`src/rtl/uart_irq_pkg.sv`:
```
package uart_irq_pkg;

    typedef enum logic [3:0] {
        IID_NONE = 4'b0001,
        IID_LINE = 4'b0110,
        IID_RXD  = 4'b0100,
        IID_TMO  = 4'b1100,
        IID_THRE = 4'b0010,
        IID_MDM  = 4'b0000
    } iid_e;

    localparam int EN_RX = 0;
    localparam int EN_TX = 1;
    localparam int EN_LS = 2;
    localparam int EN_MS = 3;

    localparam int MDM_LINES = 4;
    localparam int RI_BIT    = 3;

endpackage

```
`src/rtl/uart_irq_sticky.sv`:
```
module uart_irq_sticky (
    input  logic clk,
    input  logic rst_n,
    input  logic set_i,
    input  logic clr_i,
    output logic pend_o
);
    logic pend_d, pend_q;

    // a new event in the clearing cycle is kept
    always_comb begin
        pend_d = set_i | (pend_q & ~clr_i);
    end

    always_ff @(posedge clk or negedge rst_n) begin
        if (!rst_n) pend_q <= 1'b0;
        else        pend_q <= pend_d;
    end

    assign pend_o = pend_q;
endmodule

```
`src/rtl/uart_irq_thre.sv`:
```
module uart_irq_thre #(
    parameter int CNT_W     = 5,
    parameter int CHAR_BITS = 9
) (
    input  logic             clk,
    input  logic             rst_n,
    input  logic [CNT_W-1:0] tx_count,
    input  logic             bit_tick,
    input  logic             thr_wr,
    input  logic             rd_clear,
    output logic             pend_o
);
    localparam int DLY_W = $clog2(CHAR_BITS + 1);

    typedef struct packed {
        logic             emp;
        logic             held;
        logic             act;
        logic [DLY_W-1:0] cnt;
        logic             pend;
    } thre_s;

    thre_s st_d, st_q;
    logic  empty;
    logic  set_now;

    always_comb begin
        st_d    = st_q;
        empty   = (tx_count == '0);
        set_now = 1'b0;

        if (tx_count >= CNT_W'(2)) st_d.held = 1'b1;

        if (empty && !st_q.emp) begin
            st_d.held = 1'b0;
            if (st_q.held) begin
                set_now = 1'b1;
            end else begin
                st_d.act = 1'b1;
                st_d.cnt = DLY_W'(CHAR_BITS);
            end
        end else if (st_q.act) begin
            if (!empty) begin
                st_d.act = 1'b0;
            end else if (bit_tick) begin
                if (st_q.cnt <= DLY_W'(1)) begin
                    st_d.act = 1'b0;
                    set_now  = 1'b1;
                end else begin
                    st_d.cnt = st_q.cnt - DLY_W'(1);
                end
            end
        end

        st_d.emp  = empty;
        st_d.pend = ((st_q.pend & ~rd_clear) | set_now) & ~thr_wr;
    end

    always_ff @(posedge clk or negedge rst_n) begin
        if (!rst_n) st_q <= '0;
        else        st_q <= st_d;
    end

    assign pend_o = st_q.pend;
endmodule

```
`src/rtl/uart_irq_modem.sv`:
```
module uart_irq_modem
    import uart_irq_pkg::*;
(
    input  logic                 clk,
    input  logic                 rst_n,
    input  logic [MDM_LINES-1:0] lines,
    input  logic                 msr_rd,
    output logic                 pend_o
);
    typedef struct packed {
        logic [MDM_LINES-1:0] prev;
        logic                 primed;
        logic                 pend;
    } mdm_s;

    mdm_s                 st_d, st_q;
    logic [MDM_LINES-1:0] hit;

    always_comb begin
        for (int i = 0; i < MDM_LINES; i++) begin
            if (i == RI_BIT) hit[i] = lines[i] & ~st_q.prev[i];
            else             hit[i] = lines[i] ^ st_q.prev[i];
        end
        st_d        = st_q;
        st_d.prev   = lines;
        st_d.primed = 1'b1;
        st_d.pend   = (st_q.primed & (|hit)) | (st_q.pend & ~msr_rd);
    end

    always_ff @(posedge clk or negedge rst_n) begin
        if (!rst_n) st_q <= '0;
        else        st_q <= st_d;
    end

    assign pend_o = st_q.pend;
endmodule

```
`src/rtl/uart_irq_ident.sv`:
```
module uart_irq_ident
    import uart_irq_pkg::*;
#(
    parameter int CNT_W     = 5,
    parameter int CHAR_BITS = 9
) (
    input  logic             clk,
    input  logic             rst_n,
    input  logic [3:0]       ier,
    input  logic [3:0]       lsr_evt,
    input  logic             fifo_en,
    input  logic [CNT_W-1:0] rx_level,
    input  logic [CNT_W-1:0] trig_level,
    input  logic             tmo_evt,
    input  logic [CNT_W-1:0] tx_count,
    input  logic             bit_tick,
    input  logic             cts,
    input  logic             dsr,
    input  logic             dcd,
    input  logic             ri,
    input  logic             lsr_rd,
    input  logic             rbr_rd,
    input  logic             thr_wr,
    input  logic             iir_rd,
    input  logic             msr_rd,
    output logic             irq,
    output logic [3:0]       id_code,
    output logic [3:0]       id_latched
);
    typedef struct packed {
        logic       rda;
        logic [3:0] iid_rd;
    } top_s;

    top_s st_d, st_q;
    iid_e code;
    logic ls_pend, tmo_pend, thre_pend, mdm_pend;
    logic rx_cond;

    uart_irq_sticky u_line (
        .clk(clk), .rst_n(rst_n), .set_i(|lsr_evt), .clr_i(lsr_rd), .pend_o(ls_pend)
    );

    uart_irq_sticky u_tmo (
        .clk(clk), .rst_n(rst_n), .set_i(tmo_evt), .clr_i(rbr_rd), .pend_o(tmo_pend)
    );

    uart_irq_thre #(.CNT_W(CNT_W), .CHAR_BITS(CHAR_BITS)) u_thre (
        .clk(clk), .rst_n(rst_n), .tx_count(tx_count), .bit_tick(bit_tick),
        .thr_wr(thr_wr), .rd_clear(iir_rd && (code == IID_THRE)), .pend_o(thre_pend)
    );

    uart_irq_modem u_mdm (
        .clk(clk), .rst_n(rst_n), .lines({ri, dcd, dsr, cts}),
        .msr_rd(msr_rd), .pend_o(mdm_pend)
    );

    always_comb begin
        rx_cond = fifo_en ? (rx_level >= trig_level) : (rx_level != '0);

        if      (ls_pend   && ier[EN_LS]) code = IID_LINE;
        else if (st_q.rda  && ier[EN_RX]) code = IID_RXD;
        else if (tmo_pend  && ier[EN_RX]) code = IID_TMO;
        else if (thre_pend && ier[EN_TX]) code = IID_THRE;
        else if (mdm_pend  && ier[EN_MS]) code = IID_MDM;
        else                              code = IID_NONE;

        st_d     = st_q;
        st_d.rda = rx_cond;
        if (iir_rd) st_d.iid_rd = code;
    end

    always_ff @(posedge clk or negedge rst_n) begin
        if (!rst_n) st_q <= '{rda: 1'b0, iid_rd: IID_NONE};
        else        st_q <= st_d;
    end

    assign id_code    = code;
    assign irq        = ~code[0];
    assign id_latched = st_q.iid_rd;
endmodule

```
`config.mk`:
```
export PLATFORM = sky130hd
export DESIGN_NAME = uart_irq_ident
export DESIGN_NICKNAME = d
export VERILOG_FILES = /design/src/rtl/uart_irq_pkg.sv /design/src/rtl/uart_irq_sticky.sv /design/src/rtl/uart_irq_thre.sv /design/src/rtl/uart_irq_modem.sv /design/src/rtl/uart_irq_ident.sv
export SDC_FILE = /design/constraint.sdc
export NUM_CORES = 1
export LEC_CHECK = 0
export CORE_MARGIN = 2
export CORE_UTILIZATION = 43
export DETAILED_ROUTE_END_ITERATION = 8
export MAX_ROUTING_LAYER = met4
export PLACE_DENSITY = 0.79
export SYNTH_ARGS = -nofsm -noshare
export SYNTH_HDL_FRONTEND = slang
export SYNTH_HIERARCHICAL = 1
export SYNTH_SLANG_ARGS = --single-unit
```
`constraint.sdc`:
```
create_clock -name clk -period 2.08 [get_ports clk]
set_input_delay 0.208 -clock clk [delete_from_list [all_inputs] [get_ports clk]]
set_output_delay 0.208 -clock clk [all_outputs]
set_load 0.005 [all_outputs]
```
* Word level (Yosys, flattened, before mapping)
Cells that the tools add are included.
Word-level totals: output and inout bits 9, register bits 21, input bits 37, word-level logic and storage cells 79
Operators by class: reduce and logical (&&, ||, !) cells 17, $add $sub $neg 1, multiplexer cells 22, bitwise gates (word level) 21, eq/ne operators 3, $lt $le $gt $ge 3
Operators by type and width (count):
- 2-to-1 mux 4 bit | 5
- 2-to-1 mux 5 bit | 4
- 2-to-1 mux 1 bit | 12
- nonzero test 2 bit | 4
- OR reduction 4 bit | 2
- bitwise AND 1 bit | 7
- logical AND 1 bit | 7
- inverter 1 bit | 7
- >= comparator 5 x 2 -> 1 bit, second input constant | 1
- >= comparator 5 bit | 1
- zero test 5 bit | 1
- AND reduction 5 bit | 1
- nonzero test 5 bit | 1
- equality test 4 x 2 -> 1 bit, second input constant | 1
- <= comparator 4 x 1 -> 1 bit, second input constant | 1
- bitwise OR 1 bit | 4
- subtractor 4 x 1 -> 4 bit, second input constant | 1
- bitwise XOR 1 bit | 3
- 2-to-1 mux 2 bit | 1
- != test 2 x 1 -> 1 bit, second input constant | 1
- != test 2 bit, second input constant | 1
- zero test 1 bit | 1

* Depth between registers and ports, before layout
Gate-level depths: netlist of the first run.
depth after elaboration 12, depth in mapped cells 6, gate-level depth less buffers 6

* Cells and area by module
Netlist of the first run, hierarchy kept.
Modules (own cells, without submodules):
- uart_irq_thre | sequential area each 200.2 um^2, times used 1, cells an instance 51, area an instance 504.2 um^2
- uart_irq_ident | sequential area each 126.4 um^2, times used 1, cells an instance 47, area an instance 404.1 um^2
- uart_irq_modem | sequential area each 150.1 um^2, times used 1, cells an instance 14, area an instance 203.9 um^2
- uart_irq_sticky | sequential area each 25.0 um^2, times used 2, cells an instance 3, area an instance 36.3 um^2

* Worst setup path before layout of the first run
No wires, ideal clock.
kind flip-flop to flip-flop, start point register u_thre/st_q[1] (netlist bit), end point register u_thre/st_q[2] (netlist bit), setup time 125 ps, slack 466 ps, period minus slack after synthesis 1614 ps, required time 1955 ps, stages on the path, launching flop included 7, arrival 1489 ps, path buffers 0, cell sequence dfrtp_1 inv_1 ha_1 nor2_1 o311a_2 nand2b_4 mux2_4
Between the ends: cells in the longest elaborated chain, start to end 6, elaborated cells between the ends (all ways) 9, those cells by class add/sub (1); order compare (1); eq/ne (1); mux (5); reduce/logical (1)
Ends and longest elaborated chain:
- from (decl) | RTL line uart_irq_thre.sv:23 | thre_s st_d, st_q;
- from (signal assigned) | RTL line uart_irq_thre.sv:61 | else st_q <= st_d;
- subtractor 4 x 1 -> 4 bit | RTL line uart_irq_thre.sv:50 | st_d.cnt = st_q.cnt - DLY_W'(1);
- 2-to-1 mux 4 bit | RTL line uart_irq_thre.sv:46 | if (st_q.cnt <= DLY_W'(1)) begin
- 2-to-1 mux 5 bit | RTL line uart_irq_thre.sv:45 | end else if (bit_tick) begin
- 2-to-1 mux 4 bit | RTL line uart_irq_thre.sv:43 | if (!empty) begin
- 2-to-1 mux 5 bit | RTL line uart_irq_thre.sv:42 | end else if (st_q.act) begin
- 2-to-1 mux 5 bit | RTL line uart_irq_thre.sv:34 | if (empty && !st_q.emp) begin
Parallel ways exist; a longest one is shown, timed or not. The select of a mux whose other input is x is not followed. A chain may end at the register's enable or synchronous reset.

* Final worst setup path of the first run
start point register u_tmo.pend_q, in the netlist u_tmo/pend_o, end point output port irq
Between the ends: cells in the longest elaborated chain, start to end 5
Ends and longest elaborated chain:
- from (decl) | RTL line uart_irq_sticky.sv:8 | logic pend_d, pend_q;
- from (signal assigned) | RTL line uart_irq_sticky.sv:17 | else pend_q <= pend_d;
- logical AND 1 bit | RTL line uart_irq_ident.sv:63 | else if (tmo_pend && ier[EN_RX]) code = IID_TMO;
- 2-to-1 mux 4 bit | RTL line uart_irq_ident.sv:63
- 2-to-1 mux 4 bit | RTL line uart_irq_ident.sv:62 | else if (st_q.rda && ier[EN_RX]) code = IID_RXD;
- 2-to-1 mux 4 bit | RTL line uart_irq_ident.sv:61 | if (ls_pend && ier[EN_LS]) code = IID_LINE;
- inverter 1 bit | RTL line uart_irq_ident.sv:79 | assign irq = ~code[0];
- to (decl) | RTL line uart_irq_ident.sv:26 | output logic irq,
No other way between the ends.

==> impl_metrics.toml, run 1 <==
[run_status]
status = "completed"

[finish]
ff_latch_area_sq_um = 527
final_cell_mix = "sky130_fd_sc_hd__clkdlybuf4s50_1 (44), sky130_fd_sc_hd__dfrtp_1 (20), sky130_fd_sc_hd__inv_1 (13)"
num-nets-final = 209
multiInputGateArea_sq_um = 586
postLayoutCellArea_sq_mm = 0.00170
antenna_cells = 0
post_route_cells_drive_above_1_share_pct = 11.6
fillers = 229
syn_to_final_growth_pct = 43.3
layout_commonest_cell = "sky130_fd_sc_hd__clkdlybuf4s50_1"

[global_routing]
global_route_congestion_overflow_total = 0
grt_pass1_wl_microns = 4330
grt_usage_pct = 18.0
most_utilized_layer_in_the_global_route_result = "met2"
grt_max_degree = 22
global_route.usage.met2_pct = 29.9
initial_antenna_violation_count = 0
global_route.usage.met3_pct = 2.53
grt_pass1_vias = 1050
met1_layer_usage_reported_by_global_route_pct = 19.4

[detailed_routing]
ant_nets = 0
violation_count_after_the_first_detailed_routing_iteration = 20
detail_route.wl_per_cell_microns = 13.4
drc = 0
detailedRoute.firstPassIterationCount = 4
vias = 1040
detail_route.wirelength_microns = 2620
detail_route.vias_per_cell = 5.33

[sta]
max_slew_vio_count = 0
finalHoldViolCount = 0
min_period_over_period_pct = 94.3
period_needed_ps = 1960
fin_tns_setup_ps = 0
timing.fmax_mhz = 510
setup_viol_count_final = 0
timing.clock.skew_ps = 4.71

[synthesis]
yosys_register_bits = 21
synthesis_warnings = 6
post_synthesis_sequential_area_ratio_pct = 44.5
postSynthNetCount = 162
synth_async_sr_flop_share_pct = 100
synth_flop_cell = "sky130_fd_sc_hd__dfrtp_1"
synth_cells = 118
yosys.cell_types.count = 40
synth.avg_cell_area_sq_um = 10.0
syn_area_sq_mm = 0.00118
synth_edf_count = 0

[worst_setup_path]
worst_ep_arrival_time_ps = 1750
critical-path-slowest-cell = "sky130_fd_sc_hd__clkdlybuf4s50_1"
crit_path_cell_trace = "o21ai_2, nand2_2, a221oi_4, inv_1, clkdlybuf4s50_1"
timing.critical_path.to_type = "output port"
worst_path_largest_cell_delay_ps = 440
cp_data_required_time_ps = 1870
critical_path.startpoint_type = "flop"
worst-path-max-fanout = 3
slack_of_the_worst_reg_to_reg_path_ps = 290
worstSetupPathType = "reg2out"

[cts]
cts-buffers-inserted = 3
cts.reportedPaths.clkPinSlew_ps = 110
worstSkewPairLatency_ps = 290
post_cts_hold_buffer_count = 0
cts.path.max_buffers = 2
root_buffer = "sky130_fd_sc_hd__clkbuf_4"
clock-sinks = 21
tritoncts = "built"
htree_levels = 1

[placed_design]
finalWeightedCongestion = 0.852
port_buffers = 45
hpwlAfterDp_microns = 2090
place_area_sq_mm = 0.00164

[floorplan]
initial_utilization_pct = 44.1
fp-row-count = 19
fp.coreArea_sq_mm = 0.00269
area_enclosed_by_the_die_boundary_sq_mm = 0.00319
dieHeight_microns = 56.5
design.portCount = 46
die_w_microns = 56.5

[pwr]
worst_ir_drop_vdd_v = 0.000416
power_frac_clock_pct = 23.1
p_int_uw = 623
p_leak_uw = 0.000757
netSwitchingFraction_pct = 24.2
power.sequential.fraction_pct = 54.2
combinationalPowerShare_pct = 22.8
power_per_cell_area_mw_per_mm2 = 484
power.net_switching_uw = 199

[worst_hold_path]
worstHoldPathType = "in2async"

[flow_run]
max_cap_viols = 0
==> registers in the layout, indices dropped and copies added, names as in the netlist <==
signal,count
id_latched,4
st_q,1
u_line/pend_o,1
u_mdm/pend_o,1
u_mdm/st_q,5
u_thre/pend_o,1
u_thre/st_q,7
u_tmo/pend_o,1
==> synthesized netlist by cell type (2+ instances only) <==
cell,count,share of area [%]
sky130_fd_sc_hd__a21o_1,2,1.3
sky130_fd_sc_hd__a21oi_1,5,2.1
sky130_fd_sc_hd__a31oi_1,3,1.6
sky130_fd_sc_hd__buf_4,5,3.2
sky130_fd_sc_hd__dfrtp_1,20,42
sky130_fd_sc_hd__ha_1,7,7.4
sky130_fd_sc_hd__inv_1,13,4.1
sky130_fd_sc_hd__mux2_2,2,1.9
sky130_fd_sc_hd__nand2_1,7,2.2
sky130_fd_sc_hd__nand2b_1,2,1.1
sky130_fd_sc_hd__nand3_1,3,1.3
sky130_fd_sc_hd__nor2_1,10,3.2
sky130_fd_sc_hd__nor2b_1,3,1.6
sky130_fd_sc_hd__nor3_1,2,0.84
sky130_fd_sc_hd__o21ai_0,3,1.3
sky130_fd_sc_hd__o21ai_1,3,1.3
sky130_fd_sc_hd__o41ai_1,2,1.5
sky130_fd_sc_hd__or4_1,2,1.3
sky130_fd_sc_hd__xor2_1,3,2.2
==> path summary, 6_finish.rpt <==
check | start | end | cells past startpoint
max in group asynchronous | rst_n | id_latched[0]$_DFFE_PN1P_ | 2
worst max-delay path | u_tmo/pend_o$_DFF_PN0_ | irq | 5
worst max register to register | u_thre/st_q[1]$_DFFE_PN0P_ | u_thre/st_q[1]$_DFFE_PN0P_ | 6
worst min register to register | u_line/pend_o$_DFF_PN0_ | u_line/pend_o$_DFF_PN0_ | 1
worst min-delay path | rst_n | id_latched[1]$_DFFE_PN0P_ | 2
min in group clk | ri | u_mdm/st_q[5]$_DFF_PN0_ | 1
==> power by group through the flow <==
| stage | Clock (uW) | Sequential, uW | Combinational [uW] |
|---|---|---|---|
| 3_5_place_dp | 0 | 452 | 182 |
| 6_report | 190 | 445 | 187 |
| 2_1_floorplan | 0 | 448 | 69.4 |
| 4_1_cts | 200 | 444 | 186 |
| 3_3_place_gp | 0 | 452 | 175 |
| 5_1_grt | 220 | 448 | 205 |
==> cell type report <==
cell class	count	area share [%]
flip-flops and latches	21	31.0
multi-input cells	78	34.5
repair buffers	48	27.8
inverters	13	2.87
well taps	31	2.28
clock buffers	4	1.55
==> through the flow <==
step	setup WS [ps]	hold WS, ps	power (uW)	cells	utilization [%]
floorplan	466	-87.6	518	118	-
global placement	217	464	627	189	61.1
detailed placement	105	471	634	189	61.1
CTS	26.2	239	830	195	62.6
global route	-3.98	240	873	195	63.2
finish	118	233	822	195	63.2
==> cell families after synthesis <==
family	count (synthesis)	synth area share, %
AOI/OAI and AO/OA	27	16.4
and+or+nand+nor	37	18.5
adders and majority gates	7	7.39
DFF	21	44.5
other	1	0.316
xor gates and xnor gates	3	2.22
muxes	3	3.17
buffers and inverters	19	7.60
==> metal layers <==
metal,part of all wire (%),routed length [microns]
met1,39,1020
met2,53,1380
met3,4.6,120
met4,3.9,102
met5,0,0
==> timing repair <==
action / CTS / global route
buffers inserted: 2 / 0
pin swaps: 0 / 0
setup endpoints to repair: 2 / 2
gates resized for setup: 1 / 3
==> critical path, delay by kind of cell, from the launching register on <==
family                 cells  cell delay (ps)
flip-flops                 1              420
AND/OR/NAND/NOR            1              110
AO/OA/AOI/OAI              2              420
buffers and inverters      2              500
Power figures use the tool's default switching activity.
==> run 2: changes to the inputs <==
--- a/config.mk
+++ b/config.mk
@@ -5,11 +5,12 @@
 export SDC_FILE = /design/constraint.sdc
 export NUM_CORES = 1
 export LEC_CHECK = 0
-export CORE_MARGIN = 2
+export CORE_MARGIN = 4
 export CORE_UTILIZATION = 43
 export DETAILED_ROUTE_END_ITERATION = 8
 export MAX_ROUTING_LAYER = met4
 export PLACE_DENSITY = 0.79
+export REMOVE_ABC_BUFFERS = 1
 export SYNTH_ARGS = -nofsm -noshare
 export SYNTH_HDL_FRONTEND = slang
 export SYNTH_HIERARCHICAL = 1
==> run 2 against run 1 <==
  * Combinational power shrank 3%
  * Sequential share of layout area grew 0.28 points
  * Clock power increased by 8%
  * Sequential power hardly changed
  * Critical endpoint unchanged
  * Highest routed layer unchanged
==> impl_metrics.toml, run 2 (synthesis gave the netlist of run 1 again) <==
[run_status]
status = "completed"

[detailed_routing]
drc = 0
detail_route.wl_per_cell_microns = 13.6
vias = 1027
violation_count_after_the_first_detailed_routing_iteration = 13
ant_nets = 0
detail_route.wirelength_microns = 2620
detail_route.vias_per_cell = 5.32
detailedRoute.firstPassIterationCount = 4

[sta]
finalHoldViolCount = 0
max_slew_vio_count = 0
setup_viol_count_final = 0
min_period_over_period_pct = 96.2
fin_tns_setup_ps = 0
timing.clock.skew_ps = 3.64
timing.fmax_mhz = 500
period_needed_ps = 2000
rsz0062_at_grt = "no"

[floorplan]
initial_utilization_pct = 46.6
die_w_microns = 60.5
fp.coreArea_sq_mm = 0.00254
area_enclosed_by_the_die_boundary_sq_mm = 0.00366
design.portCount = 46
dieHeight_microns = 60.5
fp-row-count = 18

[global_routing]
grt_usage_pct = 16.0
met1_layer_usage_reported_by_global_route_pct = 17.0
grt_max_degree = 22
global_route.usage.met2_pct = 27.6
global_route_congestion_overflow_total = 0
most_utilized_layer_in_the_global_route_result = "met2"
initial_antenna_violation_count = 0
global_route.usage.met3_pct = 5.32
grt_pass1_wl_microns = 4110
grt_pass1_vias = 954

[placed_design]
hpwlAfterDp_microns = 2180
finalWeightedCongestion = 0.813
dpl_cells = 188
port_buffers = 45
place_area_sq_mm = 0.00164

[pwr]
combinationalPowerShare_pct = 21.8
fin_total_pwr_uw = 830
power.sequential.fraction_pct = 53.6
worst_ir_drop_vdd_v = 0.000458
p_int_uw = 619
power_frac_clock_pct = 24.7
power_per_cell_area_mw_per_mm2 = 493
netSwitchingFraction_pct = 25.4
power.net_switching_uw = 211
p_leak_uw = 0.000762

[finish]
fillers = 202
final_cells = 193
antenna_cells = 0
regMostFlops = "u_thre/st_q"
post_route_cells_drive_above_1_share_pct = 11.0
multiInputGateArea_sq_um = 572
finished_core_util_pct = 66.1
num-nets-final = 208
largest_register_ffs = 7
postLayoutCellArea_sq_mm = 0.00168
final_cell_mix = "sky130_fd_sc_hd__clkdlybuf4s50_1 (44), sky130_fd_sc_hd__dfrtp_1 (20), sky130_fd_sc_hd__inv_1 (13)"
syn_to_final_growth_pct = 42.0
layout_commonest_cell = "sky130_fd_sc_hd__clkdlybuf4s50_1"
ff_latch_area_sq_um = 527

[worst_hold_path]
worstHoldPathType = "in2async"

[cts]
htree_levels = 1
cts.reportedPaths.clkPinSlew_ps = 120
cts.path.max_buffers = 2
cts-buffers-inserted = 3
root_buffer = "sky130_fd_sc_hd__clkbuf_4"
post_cts_hold_buffer_count = 0
tritoncts = "built"
clock-sinks = 21
worstSkewPairLatency_ps = 310

[worst_setup_path]
r2r_cells = 6
cp_data_required_time_ps = 1870
worst_ep_arrival_time_ps = 1790
timing.critical_path.to_type = "output port"
worst-path-max-fanout = 3
worstSetupPathType = "reg2out"
critical_path.startpoint_type = "flop"

[flow_run]
max_cap_viols = 0
[run 2: cell type report]
cell class / count / area share, %
Tap cell: 30 / 2.23
Inverter: 13 / 2.90
Clock buffer: 3 / 1.34
Clock inverter: 1 / 0.446
Multi-Input combinational cell: 78 / 34.0
Timing Repair Buffer: 47 / 27.8
Sequential cell: 21 / 31.3
[run 2: metrics by stage]
stage	hold slack, ps	setup slack [ps]
after global routing	230	10.2
after floorplan	-87.6	466
after global placement	463	215
final	222	78.1
after detailed placement	475	136
after CTS	227	16.5
[run 2: layer usage]
layer,vias up,routed length (microns)
met5,-,0
met4,0,34
met3,2,185
met2,30,1410
met1,492,990
li1,503,-
[run 2: repair_timing]
item                                    in CTS  in global routing
setup buffers                                0                  1
gates resized for setup                      1                  1
endpoints found under the setup margin       1                  2
[run 2: final timing paths]
| check | startpoint | to | slack (ps) |
|---|---|---|---|
| max in group asynchronous | rst_n | id_latched[0]$_DFFE_PN1P_ | 1590 |
| hold / removal | rst_n | u_thre/pend_o$_DFF_PN0_ | 220 |
| setup reg to reg | u_thre/st_q[1]$_DFFE_PN0P_ | u_thre/st_q[2]$_DFFE_PN0P_ | 350 |
| hold reg to reg | u_mdm/st_q[1]$_DFF_PN0_ | u_mdm/pend_o$_DFF_PN0_ | 490 |
| min in group clk | ri | u_mdm/st_q[5]$_DFF_PN0_ | 350 |
| setup / recovery | u_tmo/pend_o$_DFF_PN0_ | irq | 80 |
[run 2: critical path, cell delays in order (launching register included)]
cell and delay, ps:
sky130_fd_sc_hd__dfrtp_1 440, sky130_fd_sc_hd__o21ai_2 190, sky130_fd_sc_hd__nand2_1 120, sky130_fd_sc_hd__a221oi_2 230, sky130_fd_sc_hd__inv_1 70, sky130_fd_sc_hd__clkdlybuf4s50_1 450
[run 2: power by group through the flow]
stage / Combinational [uW] / Clock (uW) / Sequential, uW
CTS: 182 / 212 / 445
finish: 181 / 205 / 445
floorplan: 56.0 / 0 / 450
global route: 200 / 228 / 448
global placement: 176 / 0 / 451
detailed placement: 180 / 0 / 452
